## config.mk

```make
export PLATFORM = sky130hd
export DESIGN_NAME = divu_shift_first
export DESIGN_NICKNAME = d
export VERILOG_FILES = /design/src/rtl/divu_pkg.sv /design/src/rtl/divu_operand_prep.sv /design/src/rtl/divu_trial_unit.sv /design/src/rtl/divu_result_fix.sv /design/src/rtl/divu_shift_first.sv
export SDC_FILE = /design/constraint.sdc
export NUM_CORES = 1
export LEC_CHECK = 0
export BUFFER_PORTS_ARGS = -buffer_cell sky130_fd_sc_hd__clkbuf_2
export CAP_MARGIN = 10
export CORE_UTILIZATION = 49
export DETAILED_ROUTE_END_ITERATION = 10
export HOLD_SLACK_MARGIN = 0.03
export PLACE_DENSITY = 0.72
export SYNTH_ARGS = -nofsm -noshare
export SYNTH_HDL_FRONTEND = slang
export SYNTH_SLANG_ARGS = --single-unit
export TNS_END_PERCENT = 1
```

## constraint.sdc

```tcl
create_clock -name clk_i -period 7.4 [get_ports clk_i]
set_input_delay 0.37 -clock clk_i [delete_from_list [all_inputs] [get_ports clk_i]]
set_output_delay 0.37 -clock clk_i [all_outputs]
set_load 0.01 [all_outputs]
```

## src/rtl/divu_pkg.sv

```systemverilog
package divu_pkg;

    typedef enum logic {
        ST_IDLE = 1'b0,
        ST_RUN  = 1'b1
    } divu_state_e;

endpackage

```

## src/rtl/divu_operand_prep.sv

```systemverilog
module divu_operand_prep #(
    parameter int WIDTH = 32
) (
    input  logic [WIDTH-1:0] value_i,
    input  logic             signed_i,
    output logic [WIDTH-1:0] mag_o,
    output logic             neg_o
);

    always_comb begin
        neg_o = signed_i & value_i[WIDTH-1];
        mag_o = neg_o ? (~value_i + 1'b1) : value_i;
    end

endmodule

```

## src/rtl/divu_trial_unit.sv

```systemverilog
module divu_trial_unit #(
    parameter int WIDTH = 32
) (
    input  logic [WIDTH:0]   upper_i,
    input  logic [WIDTH-1:0] divisor_i,
    output logic [WIDTH-1:0] diff_o,
    output logic             fits_o
);

    logic [WIDTH:0] sub;

    // The upper value is always below twice the divisor, so the top bit
    // of this one-bit-wider difference is exactly the borrow.
    always_comb begin
        sub    = upper_i - {1'b0, divisor_i};
        fits_o = ~sub[WIDTH];
        diff_o = sub[WIDTH-1:0];
    end

endmodule

```

## src/rtl/divu_result_fix.sv

```systemverilog
module divu_result_fix #(
    parameter int WIDTH = 32
) (
    input  logic [WIDTH-1:0] quo_mag_i,
    input  logic [WIDTH-1:0] rem_mag_i,
    input  logic             neg_q_i,
    input  logic             neg_r_i,
    output logic [WIDTH-1:0] quo_o,
    output logic [WIDTH-1:0] rem_o
);

    always_comb begin
        quo_o = neg_q_i ? (~quo_mag_i + 1'b1) : quo_mag_i;
        rem_o = neg_r_i ? (~rem_mag_i + 1'b1) : rem_mag_i;
    end

endmodule

```

## src/rtl/divu_shift_first.sv

```systemverilog
module divu_shift_first
    import divu_pkg::*;
#(
    parameter int WIDTH = 32
) (
    input  logic             clk_i,
    input  logic             rst_ni,
    input  logic             start_i,
    input  logic             signed_i,
    input  logic [WIDTH-1:0] dividend_i,
    input  logic [WIDTH-1:0] divisor_i,
    output logic             busy_o,
    output logic             done_o,
    output logic             div_zero_o,
    output logic [WIDTH-1:0] hi_o,
    output logic [WIDTH-1:0] lo_o
);

    localparam int CW = (WIDTH > 2) ? $clog2(WIDTH) : 1;
    localparam logic [CW-1:0] LAST = CW'(WIDTH - 1);
    localparam int RW = 2 * WIDTH;

    typedef struct packed {
        divu_state_e      state;
        logic [CW-1:0]    cnt;
        logic             ext;
        logic [RW-1:0]    rem;
        logic [WIDTH-1:0] dsr;
        logic             neg_q;
        logic             neg_r;
        logic [WIDTH-1:0] hi;
        logic [WIDTH-1:0] lo;
        logic             done;
        logic             dz;
    } divu_regs_t;

    divu_regs_t q, d;

    logic [WIDTH-1:0] mag_dvd, mag_dsr;
    logic             neg_dvd, neg_dsr;
    logic [WIDTH-1:0] diff;
    logic             fits;
    logic [WIDTH-1:0] upper_n;
    logic [RW:0]      shifted;
    logic [WIDTH-1:0] quo_fix, rem_fix;

    divu_operand_prep #(.WIDTH(WIDTH)) u_prep_dvd (
        .value_i  (dividend_i),
        .signed_i (signed_i),
        .mag_o    (mag_dvd),
        .neg_o    (neg_dvd)
    );

    divu_operand_prep #(.WIDTH(WIDTH)) u_prep_dsr (
        .value_i  (divisor_i),
        .signed_i (signed_i),
        .mag_o    (mag_dsr),
        .neg_o    (neg_dsr)
    );

    divu_trial_unit #(.WIDTH(WIDTH)) u_trial (
        .upper_i   ({q.ext, q.rem[RW-1:WIDTH]}),
        .divisor_i (q.dsr),
        .diff_o    (diff),
        .fits_o    (fits)
    );

    // Keep the difference or fall back to the pre-subtract value, then
    // shift the whole register left with the quotient bit at the bottom.
    always_comb begin
        upper_n = fits ? diff : q.rem[RW-1:WIDTH];
        shifted = {upper_n, q.rem[WIDTH-1:0], fits};
    end

    // Final step: upper half moved right by one gives the remainder.
    divu_result_fix #(.WIDTH(WIDTH)) u_fix (
        .quo_mag_i (shifted[WIDTH-1:0]),
        .rem_mag_i (shifted[RW:WIDTH+1]),
        .neg_q_i   (q.neg_q),
        .neg_r_i   (q.neg_r),
        .quo_o     (quo_fix),
        .rem_o     (rem_fix)
    );

    always_comb begin
        d      = q;
        d.done = 1'b0;
        unique case (q.state)
            ST_IDLE: begin
                if (start_i) begin
                    if (divisor_i == '0) begin
                        d.done = 1'b1;
                        d.dz   = 1'b1;
                        d.hi   = dividend_i;
                        d.lo   = '1;
                    end else begin
                        d.state = ST_RUN;
                        d.cnt   = '0;
                        d.ext   = 1'b0;
                        d.rem   = {{(WIDTH-1){1'b0}}, mag_dvd, 1'b0};
                        d.dsr   = mag_dsr;
                        d.neg_q = neg_dvd ^ neg_dsr;
                        d.neg_r = neg_dvd;
                    end
                end
            end
            ST_RUN: begin
                {d.ext, d.rem} = shifted;
                d.cnt          = q.cnt + 1'b1;
                if (q.cnt == LAST) begin
                    d.state = ST_IDLE;
                    d.done  = 1'b1;
                    d.dz    = 1'b0;
                    d.hi    = rem_fix;
                    d.lo    = quo_fix;
                end
            end
            default: d.state = ST_IDLE;
        endcase
    end

    always_ff @(posedge clk_i) begin
        if (!rst_ni) begin
            q <= '0;
        end else begin
            q <= d;
        end
    end

    always_comb begin
        busy_o     = (q.state == ST_RUN);
        done_o     = q.done;
        div_zero_o = q.dz;
        hi_o       = q.hi;
        lo_o       = q.lo;
    end

endmodule

```

==> out/metrics.csv, run 1 <==
stage;metric;value;unit
run_status;status;complete, no violations;
yosys;Synth area leader;dfxtp_1;
power_and_ir_drop;Leakage;5.42;nW
yosys;Synth Area in Simple Gates;0.213;
floorplan;Starting Density;0.497;
worst_setup_path;r2r setup slk;1690;ps
cts;PostCTS Resize Cnt;0;
yosys;Synth Area in Compound Gates;0.271;
yosys;prevailing post-synth register cell;dfxtp_1;
yosys;Mapped Cells;1643;
sta;Final period util;0.772;
worst_setup_path;CP Cell Sequence;inv_1, ha_1, inv_1, fa_1, a211oi_2, o211ai_1, a221o_2, and3_2, nor3_4, nor2_2, buf_4, mux2i_1, ha_1, nand2_1, nor3_1, nand2_1, nor4b_1, a32o_1, nand4_1, o31ai_1, xnor2_1, o22ai_1;
yosys;mux share of post-synthesis cell area;0.0204;
yosys;top-area cell type share of the netlist area;0.274;
yosys;most frequent cell after synthesis;nor2_1;
cts;CTS tree;done;
yosys;Synth area leaders;dfxtp_1 27%, a21oi_1 5.9%, nor2_1 5.8%;
yosys;Synth Register Bits;171;
job;max capacitance violation total;0;
sta;Setup WS post-layout;1690;ps
grt;largest net degree at the start of global routing;78;
grt;GRT Residual Overflow;0;
cells_and_area;fillers;2505;
floorplan;Total Die Area;26100;µm²
worst_setup_path;CP Capture Type;flip-flop;
grt;number of antenna violations at the first check in global routing;0;
worst_setup_path;delay-heaviest family, CP;simple AND/OR/NAND/NOR gates;
sta;WHS;170;ps
cells_and_area;Final Util;0.533;
power_and_ir_drop;total power;7.68;mW
grt;first-pass GRT wire length;61300;µm
power_and_ir_drop;Pwr per Cell Area;574;nW/µm²
sta;RSZ-0062 raised after global routing;false;
cts;clock-pin transition on the worst setup and hold timing paths;70;ps
floorplan;Cell Rows;58;
power_and_ir_drop;Peak VDD IR;0.497;mV
yosys;synth unique cells;90;
cts;deepest clock path buffer count;2;
drt;DRT Wirelength;39200;µm
floorplan;I/O pins;135;
place;dpl ws;1860;ps
grt;total track usage;0.299;
worst_setup_path;Crit Path Class;reg2reg;
sta;total negative slack;0;ps
drt;via count;12300;
sta;Max Fclk;175;MHz
cts;clock latency on the worst-skew pair;440;ps
place;port bufs;134;
sta;Final min period;5710;ps
drt;DRC viols;0;
floorplan;die span in y;162;µm
place;placed inst area;12800;µm²
sta;clk_skew;11.0;ps
hold_path;HP Class;in2reg;
worst_setup_path;CP required;7690;ps
cts;Sink Count;171;
floorplan;core footprint;25100;µm²
cts;Num CTS Buffers;17;
yosys;Mapped Nets;1750;
sta;max-slew violation count;0;
yosys;Synth Cell Area;12500;µm²
sta;endpoints failing setup;0;
yosys;fraction of the mapped netlist area in adder cells;0.0397;
yosys;EDFF count, synth;0;
cells_and_area;Final Instance Area;13400;µm²
grt;vias in the first global route;11100;
sta;slew margin rel.;0.253;
sta;Final Hold Viols;0;
worst_setup_path;Slowest-stage cell, CP;a221o_2;
yosys;XOR/XNOR Fraction of Synth Area;0.0919;
yosys;yosys warns;0;
place;DP Cell Count;1954;
drt;1st-pass router iterations;6;
floorplan;Die W;162;µm
drt;Wirelength per Cell;19.8;µm
yosys;largest family of logic cells by synthesized area;compound AO/OA/AOI/OAI gates;
drt;DR vias/cell;6.19;
worst_setup_path;Worst Path Max Fanout;32;
yosys;syn avg cell area;7.60;µm²
cts;Hold-fix buffers, CTS;0;
yosys;async set or reset register ratio after synthesis;0;
yosys;register area share after synthesis;0.274;
place;Post-DP HPWL;29300;µm
yosys;most frequent cells after synthesis;193 x nor2_1, 171 x dfxtp_1, 148 x a21oi_1;
cells_and_area;share of layout cells above drive strength 1;0.136;
drt;Post-DRT Antenna Nets;0;
cells_and_area;Diodes inserted;0;
place;gpl congestion;0.947;
worst_setup_path;CP Launch Type;flip-flop;
sta;worst slew pin tran;1120;ps
worst_setup_path;CP max stage delay;480;ps
cts;Root Driver;clkbuf_16;
worst_setup_path;Worst EP arrival;6000;ps
cells_and_area;Layout Cells excl Fill;1986;
cells_and_area;nets@finish;1750;
cells_and_area;area grow syn2layout;7.07;%
worst_setup_path;CP Buf/Inv Count;3;
drt;DRT iter0 DRCs;1215;
cts;H-Tree Depth;4;
cts;Post-CTS Setup Bufs;0;
## path summary, 6_finish.rpt
check	end	from	depth (start not counted)
hold reg to reg	q[93]	q[93]	2
setup / recovery	hi_o[26]	q[132]	22
hold / removal	q[68]	divisor_i[0]	3
setup reg to reg	hi_o[26]	q[132]	22
## cell usage in the layout, fill, tap and decap left out, types with 23 or more instances in the layout
| master | count |
|---|---|
| xnor2_1 | 59 |
| nand2_1 | 126 |
| a211oi_1 | 45 |
| a22oi_1 | 28 |
| o21ai_0 | 92 |
| nor3_1 | 34 |
| o31ai_1 | 33 |
| clkbuf_2 | 134 |
| ha_1 | 38 |
| dfxtp_1 | 170 |
| a21oi_1 | 148 |
| nor2_1 | 191 |
| a221oi_1 | 25 |
| and2_1 | 23 |
| inv_1 | 55 |
| and3_1 | 40 |
| xor2_1 | 72 |
## cell type report
| type | instances | area [µm²] | area share |
|---|---|---|---|
| Multi-Input combinational cell | 1249 | 7950 | 0.595 |
| Sequential cell | 171 | 3420 | 0.256 |
| Timing Repair Buffer | 147 | 768 | 0.0575 |
| Clock buffer | 17 | 425 | 0.0318 |
| Tap cell | 330 | 413 | 0.0309 |
| Inverter | 57 | 216 | 0.0162 |
| Clock inverter | 15 | 170 | 0.0127 |
## cells by family (layout without fill, tap and decap cells)
group | after synthesis | after routing
xor+xnor | 131 | 131
compound gates | 510 | 510
buf+inv | 223 | 236
fa+ha+maj | 39 | 39
simple gates | 544 | 544
flops | 171 | 171
mux | 25 | 25
## worst reg2reg max path, stage by stage, from the launching register on
cell	delay, ps
dfxtp_1	330
inv_1	80
ha_1	200
inv_1	60
fa_1	410
a211oi_2	300
o211ai_1	220
a221o_2	480
and3_2	220
nor3_4	380
nor2_2	70
buf_4	290
mux2i_1	320
ha_1	250
nand2_1	70
nor3_1	370
nand2_1	110
nor4b_1	400
a32o_1	220
nand4_1	160
o31ai_1	350
xnor2_1	160
o22ai_1	100
## metal layers
layer | wire, µm | global-route usage | up-vias
met5 | 0 | 0 | -
met4 | 1360 | 0.114 | 0
met3 | 2790 | 0.0467 | 83
li1 | - | - | 5911
met1 | 17100 | 0.399 | 5747
met2 | 17900 | 0.482 | 543
## flip-flops by register name, indices dropped and copies added (netlist names)
register / count
q: 104
hi_o: 32
done_o: 1
busy_o: 1
div_zero_o: 1
lo_o: 32
## power breakdown
| group | internal (mW) | switching (mW) |
|---|---|---|
| Sequential | 1.02 | 0.131 |
| Clock | 0.456 | 0.452 |
| Combinational | 2.11 | 3.51 |
Note: power is estimated with default switching activity, not from simulation.
==> run 2, diff against run 1 <==
- ABC_AREA: default -> 1
- clock period: 7.4 -> 5.9 ns (I/O delays scaled with it)
==> out/metrics.csv, run 2 <==
stage;metric;value;unit
run_status;status;complete, no violations;
floorplan;core footprint;27000;µm²
power_and_ir_drop;Seq pwr share;0.180;
grt;largest net degree at the start of global routing;64;
sta;RSZ-0062 raised after global routing;false;
power_and_ir_drop;clock share of power;0.159;
power_and_ir_drop;Sw Ratio;0.560;
yosys;async set or reset register ratio after synthesis;0;
sta;max-slew violation count;0;
drt;1st-pass router iterations;6;
place;dpl ws;1620;ps
sta;Max Fclk;228;MHz
worst_setup_path;CP Launch Point;q[132];
cells_and_area;area grow syn2layout;7.42;%
floorplan;Die W;168;µm
yosys;prevailing post-synth register cell;dfxtp_1;
drt;DRT iter0 DRCs;1387;
cts;deepest clock path buffer count;2;
grt;GRT Residual Overflow;0;
worst_setup_path;crit path capture;lo_o[30];
sta;Final period util;0.742;
worst_setup_path;r2r setup slk;1520;ps
worst_setup_path;reg2reg end;lo_o[30];
cts;PostCTS Resize Cnt;0;
drt;Wirelength per Cell;16.7;µm
yosys;Synth Register Bits;171;
floorplan;die span in y;168;µm
sta;endpoints failing setup;0;
drt;Post-DRT Antenna Nets;0;
sta;worst slew pin tran;970;ps
sta;total negative slack;0;ps
worst_setup_path;reg-to-reg critical path startpoint;q[132];
power_and_ir_drop;Net Switching;4.15;mW
cts;H-Tree Depth;4;
floorplan;Total Die Area;28200;µm²
yosys;EDFF count, synth;0;
yosys;Synth Area in Compound Gates;0.152;
place;port bufs;134;
worst_setup_path;Crit Path Class;reg2reg;
grt;total track usage;0.311;
sta;Final Hold Viols;0;
sta;clk_skew;16.9;ps
yosys;Mapped Nets;2338;
yosys;Synth Area in Simple Gates;0.337;
yosys;XOR/XNOR Fraction of Synth Area;0.0559;
drt;DRC viols;0;
cts;Sink Count;171;
sta;Final min period;4380;ps
cells_and_area;share of layout cells above drive strength 1;0.116;
grt;first-pass GRT wire length;69000;µm
drt;DRT Wirelength;43600;µm
place;DP Cell Count;2578;
yosys;most frequent cell after synthesis;nand2_1;
yosys;register area share after synthesis;0.254;
yosys;fraction of the mapped netlist area in adder cells;0.0368;
grt;vias in the first global route;13000;
place;gpl congestion;0.973;
place;Post-DP HPWL;33800;µm
cts;Num CTS Buffers;17;
cells_and_area;Final Instance Area;14500;µm²
cts;CTS tree;done;
yosys;Synth area leaders;dfxtp_1 25%, nand2_1 18%, inv_1 9.9%;
worst_setup_path;reg2reg path depth;27;
cts;clock-pin transition on the worst setup and hold timing paths;80;ps
floorplan;Starting Density;0.500;
floorplan;I/O pins;135;
worst_setup_path;CP Capture Type;flip-flop;
yosys;yosys warns;0;
worst_setup_path;Worst EP arrival;4720;ps
yosys;top-area cell type share of the netlist area;0.254;
yosys;most frequent cells after synthesis;642 x nand2_1, 355 x inv_1, 171 x dfxtp_1;
cts;Post-CTS Setup Bufs;0;
yosys;Synth Cell Area;13500;µm²
power_and_ir_drop;logic gate share of total power;0.661;
worst_setup_path;CP Launch Type;flip-flop;
cells_and_area;Most flops, register;q;
drt;DR vias/cell;5.40;
yosys;mux share of post-synthesis cell area;0;
yosys;synth unique cells;51;
power_and_ir_drop;Peak VDD IR;0.347;mV
cts;clock latency on the worst-skew pair;450;ps
hold_path;HP Class;in2reg;
cts;Root Driver;clkbuf_16;
grt;number of antenna violations at the first check in global routing;2;
power_and_ir_drop;Pwr per Cell Area;512;nW/µm²
worst_setup_path;CP required;6250;ps
yosys;Mapped Cells;2231;
worst_setup_path;Worst Path Max Fanout;7;
yosys;Synth area leader;dfxtp_1;
power_and_ir_drop;Leakage;7.43;nW
cells_and_area;max reg flops;104;
cells_and_area;commonest cells after routing, fill and taps aside;642 x nand2_1, 355 x inv_1, 170 x dfxtp_1, 158 x nor2_1, 150 x a21oi_1;
cts;Hold-fix buffers, CTS;0;
sta;slew margin rel.;0.349;
job;max capacitance violation total;0;
drt;via count;14100;
cells_and_area;Layout Cells excl Fill;2611;
yosys;syn avg cell area;6.04;µm²
cells_and_area;fillers;2835;
sta;Setup WS post-layout;1520;ps
power_and_ir_drop;cell-internal power;3.27;mW
place;placed inst area;13900;µm²
floorplan;Cell Rows;60;
cells_and_area;commonest non-fill, non-tap cell in the layout;nand2_1;
yosys;largest family of logic cells by synthesized area;simple AND/OR/NAND/NOR gates;
cells_and_area;nets@finish;2363;
-- run 2: cell count changes after synthesis, moves of 33 or more --
cell,before,now
nand3_1,23,123
nand2_1,126,642
nor2_1,193,160
inv_1,56,355
xnor2_1,59,21
and3_1,40,1
nand2_2,0,35
o21ai_0,92,133
a211oi_1,45,1
-- run 2: cell type report --
class	count	area [µm²]	area share
tap	341	427	0.0295
clock inverter	14	171	0.0118
multi-input combinational	1553	7860	0.543
clock buffer	18	439	0.0303
antenna	1	2.50	0.000173
sequential	171	3420	0.237
inverter	364	1370	0.0944
timing repair buffer	149	783	0.0541
-- run 2: cell families (layout without fill, tap and decap cells) --
| group | count (synthesis) | after routing |
|---|---|---|
| compound gates | 370 | 370 |
| xor+xnor | 86 | 86 |
| fa+ha+maj | 39 | 39 |
| buf+inv | 507 | 545 |
| flops | 171 | 171 |
| other cells | 0 | 1 |
| simple gates | 1058 | 1058 |
-- run 2: critical path, stage by stage (launching register included) --
cell     delay, ps
dfxtp_1        300
inv_1           90
ha_1           160
inv_1           80
fa_1           400
nand2_1         70
nand2_1         70
nand3_1        100
nand2_2        100
nand2_2         80
nand2_2         70
nand2_4         90
nand3_2        170
nand2_4        160
ha_1           190
nand3_1        120
nor3_2         210
nand4_1        190
nor4_1         380
nand4_1        250
o21ai_1        250
o21ai_0        190
a21oi_1        210
a21oi_1         80
o21ai_0         90
nand2_1         70
nand2_1         60
inv_1           50
-- run 2: stage by stage --
stage | util | power [mW] | hold slack (ps)
final | 0.537 | 7.42 | 137
after global routing | 0.537 | 8.05 | 137
after CTS | 0.537 | 7.36 | 119
after detailed placement | 0.514 | 6.18 | 456
after global placement | 0.514 | 6.13 | 451
after floorplan | - | 5.09 | 436
-- run 2: worst min path at each step --
| stage | startpoint | endpoint | cells past startpoint |
|---|---|---|---|
| after floorplan | divisor_i[31] | q[99] | 2 |
| after global placement | q[100] | q[100] | 2 |
| after detailed placement | lo_o[9] | lo_o[9] | 2 |
| after CTS | divisor_i[31] | q[99] | 3 |
| after global routing | divisor_i[31] | q[99] | 3 |
| final | divisor_i[31] | q[99] | 3 |
-- run 2: power by group through the flow --
stage | clock, mW | combinational, mW | sequential (mW)
6_report | 1.18 | 4.90 | 1.34
4_1_cts | 1.19 | 4.84 | 1.33
3_5_place_dp | 0 | 4.82 | 1.36
5_1_grt | 1.23 | 5.48 | 1.35
3_3_place_gp | 0 | 4.78 | 1.36
2_1_floorplan | 0 | 3.77 | 1.32
-- run 2: routing by layer --
| metal | vias up | global-route usage | part of all wire |
|---|---|---|---|
| li1 | 7035 | - | - |
| met1 | 6432 | 0.409 | 0.44 |
| met2 | 552 | 0.525 | 0.46 |
| met3 | 84 | 0.0383 | 0.069 |
| met4 | 2 | 0.109 | 0.029 |
| met5 | - | 0 | 0.00030 |
==> run 3, diff against run 2 <==
- clock period: 5.9 -> 4.15 ns (I/O delays scaled with it)
==> out/metrics.csv, run 3 (synthesis gave the netlist of run 2 again) <==
stage;metric;value;unit
run_status;status;complete, no violations;
floorplan;Cell Rows;60;
place;Post-DP HPWL;34700;µm
hold_path;hold depth;3;
grt;number of antenna violations at the first check in global routing;0;
drt;Wirelength per Cell;17.1;µm
grt;total track usage;0.320;
worst_setup_path;r2r setup slk;210;ps
worst_setup_path;reg2reg path depth;27;
place;dpl ws;73.4;ps
cells_and_area;max reg flops;104;
worst_setup_path;Worst Path Max Fanout;4;
grt;met3 Resource Use GR;0.0381;
cells_and_area;Diodes inserted;0;
worst_setup_path;reg-to-reg critical path startpoint;q[132];
cts;CTS tree;done;
worst_setup_path;CP max stage delay;400;ps
floorplan;Starting Density;0.500;
cells_and_area;Layout Cells excl Fill;2631;
grt;largest net degree at the start of global routing;71;
cts;Sink Count;171;
cts;clock-pin transition on the worst setup and hold timing paths;80;ps
power_and_ir_drop;Leakage;7.55;nW
job;max capacitance violation total;0;
worst_setup_path;CP Capture Type;flip-flop;
worst_setup_path;CP required;4490;ps
worst_setup_path;reg2reg end;lo_o[30];
grt;GRT Residual Overflow;0;
worst_setup_path;Slowest-stage cell, CP;fa_2;
sta;endpoints failing setup;0;
cts;deepest clock path buffer count;2;
place;gpl congestion;0.958;
sta;slew margin rel.;0.471;
worst_setup_path;Crit path top cell by count;nand2_2;
sta;Final period util;0.949;
drt;DR vias/cell;5.44;
cts;Num CTS Buffers;17;
worst_setup_path;CP Launch Type;flip-flop;
cells_and_area;commonest cells after routing, fill and taps aside;639 x nand2_1, 353 x inv_1, 170 x dfxtp_1, 152 x nor2_1, 148 x a21oi_1;
power_and_ir_drop;Pwr per Cell Area;729;nW/µm²
worst_setup_path;Crit Path Class;reg2reg;
grt;met1 usage;0.429;
cells_and_area;fillers;2813;
cells_and_area;area grow syn2layout;10.0;%
cells_and_area;share of layout cells above drive strength 1;0.137;
power_and_ir_drop;Peak VDD IR;0.475;mV
worst_setup_path;CP Buf/Inv Count;3;
cts;Root Driver;clkbuf_16;
cts;clock latency on the worst-skew pair;450;ps
sta;Final Hold Viols;0;
floorplan;core footprint;27000;µm²
floorplan;die span in y;168;µm
worst_setup_path;Worst EP arrival;4280;ps
sta;max-slew violation count;0;
grt;vias in the first global route;13400;
cells_and_area;Most flops, register;q;
cts;H-Tree Depth;4;
sta;clk_skew;19.7;ps
worst_setup_path;delay-heaviest family, CP;simple AND/OR/NAND/NOR gates;
cells_and_area;commonest non-fill, non-tap cell in the layout;nand2_1;
grt;GR peak layer;met2;
sta;WHS;56.6;ps
cts;Hold-fix buffers, CTS;0;
sta;Max Fclk;254;MHz
drt;1st-pass router iterations;5;
floorplan;I/O pins;135;
sta;Setup WS post-layout;210;ps
grt;met2 Resource Use GR;0.531;
grt;first-pass GRT wire length;71200;µm
drt;DRT Wirelength;45100;µm
drt;DRC viols;0;
hold_path;HP Class;in2reg;
sta;Final min period;3940;ps
cells_and_area;nets@finish;2384;
place;DP Cell Count;2595;
drt;DRT iter0 DRCs;1326;
sta;worst slew pin tran;789;ps
power_and_ir_drop;total power;10.8;mW
hold_path;hold wc startpoint;divisor_i[31];
place;port bufs;134;
hold_path;hold endpoint;q[99];
floorplan;Die W;168;µm
floorplan;Total Die Area;28200;µm²
worst_setup_path;CP Launch Point;q[132];
drt;Post-DRT Antenna Nets;0;
drt;via count;14300;
==> run 3: cell types whose count changed in the layout (fill, tap and decap cells not counted), sizes merged <==
| cell | previous run | this run |
|---|---|---|
| buf | 15 | 36 |
| clkbuf | 152 | 151 |
| clkinvlp | 1 | 0 |
| clkinv | 10 | 13 |
| diode | 1 | 0 |
| inv | 367 | 366 |
==> run 3: layout make-up <==
type                            instances  area (µm²)  share of cell area
Inverter                              364        1370              0.0922
Clock buffer                           17         425              0.0287
Tap cell                              341         427              0.0288
Multi-Input combinational cell       1553        8050               0.543
Timing Repair Buffer                  170         941              0.0635
Clock inverter                         15         190              0.0128
Sequential cell                       171        3420               0.231
==> run 3: repair_timing <==
| item | CTS | global route |
|---|---|---|
| setup endpoints to repair | 0 | 6 |
| buffers inserted | 0 | 4 |
| resized for setup | 0 | 37 |
| hold endpoints to repair | 0 | 0 |
==> run 3: power by group <==
part	internal [mW]	switching, mW	leakage [nW]
sequential	1.77	0.138	1.39
combinational	2.20	5.01	5.86
clock	0.823	0.861	0.299
==> run 3: how the worst max path moves through the flow <==
| stage | slack (ps) | endpoint | cells past startpoint |
|---|---|---|---|
| 6_report | 210 | lo_o[30] | 27 |
| 3_5_place_dp | 70 | lo_o[30] | 27 |
| 2_1_floorplan | 290 | lo_o[30] | 28 |
| 3_3_place_gp | 210 | lo_o[30] | 27 |
| 4_1_cts | 40 | lo_o[30] | 27 |
| 5_1_grt | -10 | lo_o[30] | 27 |
==> run 3: layer usage <==
metal	up-vias	routed length, µm	part of all wire
li1	7057	-	-
met1	6561	20100	0.45
met2	595	20300	0.45
met3	88	3270	0.073
met4	0	1360	0.030
met5	-	0	0
==> run 3: stage by stage <==
step	TNS (ps)	utilization	instance area, µm²
2_1_floorplan	0	-	13500
3_3_place_gp	0	0.519	14000
3_5_place_dp	0	0.519	14000
4_1_cts	0	0.542	14600
5_1_grt	-12.1	0.550	14800
6_report	0	0.550	14800
==> run 3: worst reg2reg max path: cells and delay by family (launching register included) <==
kind            cells  cell delay, ps
simple gates       16            1990
fa+ha+maj           3             730
compound gates      5             650
flops               1             310
buf+inv             3             150
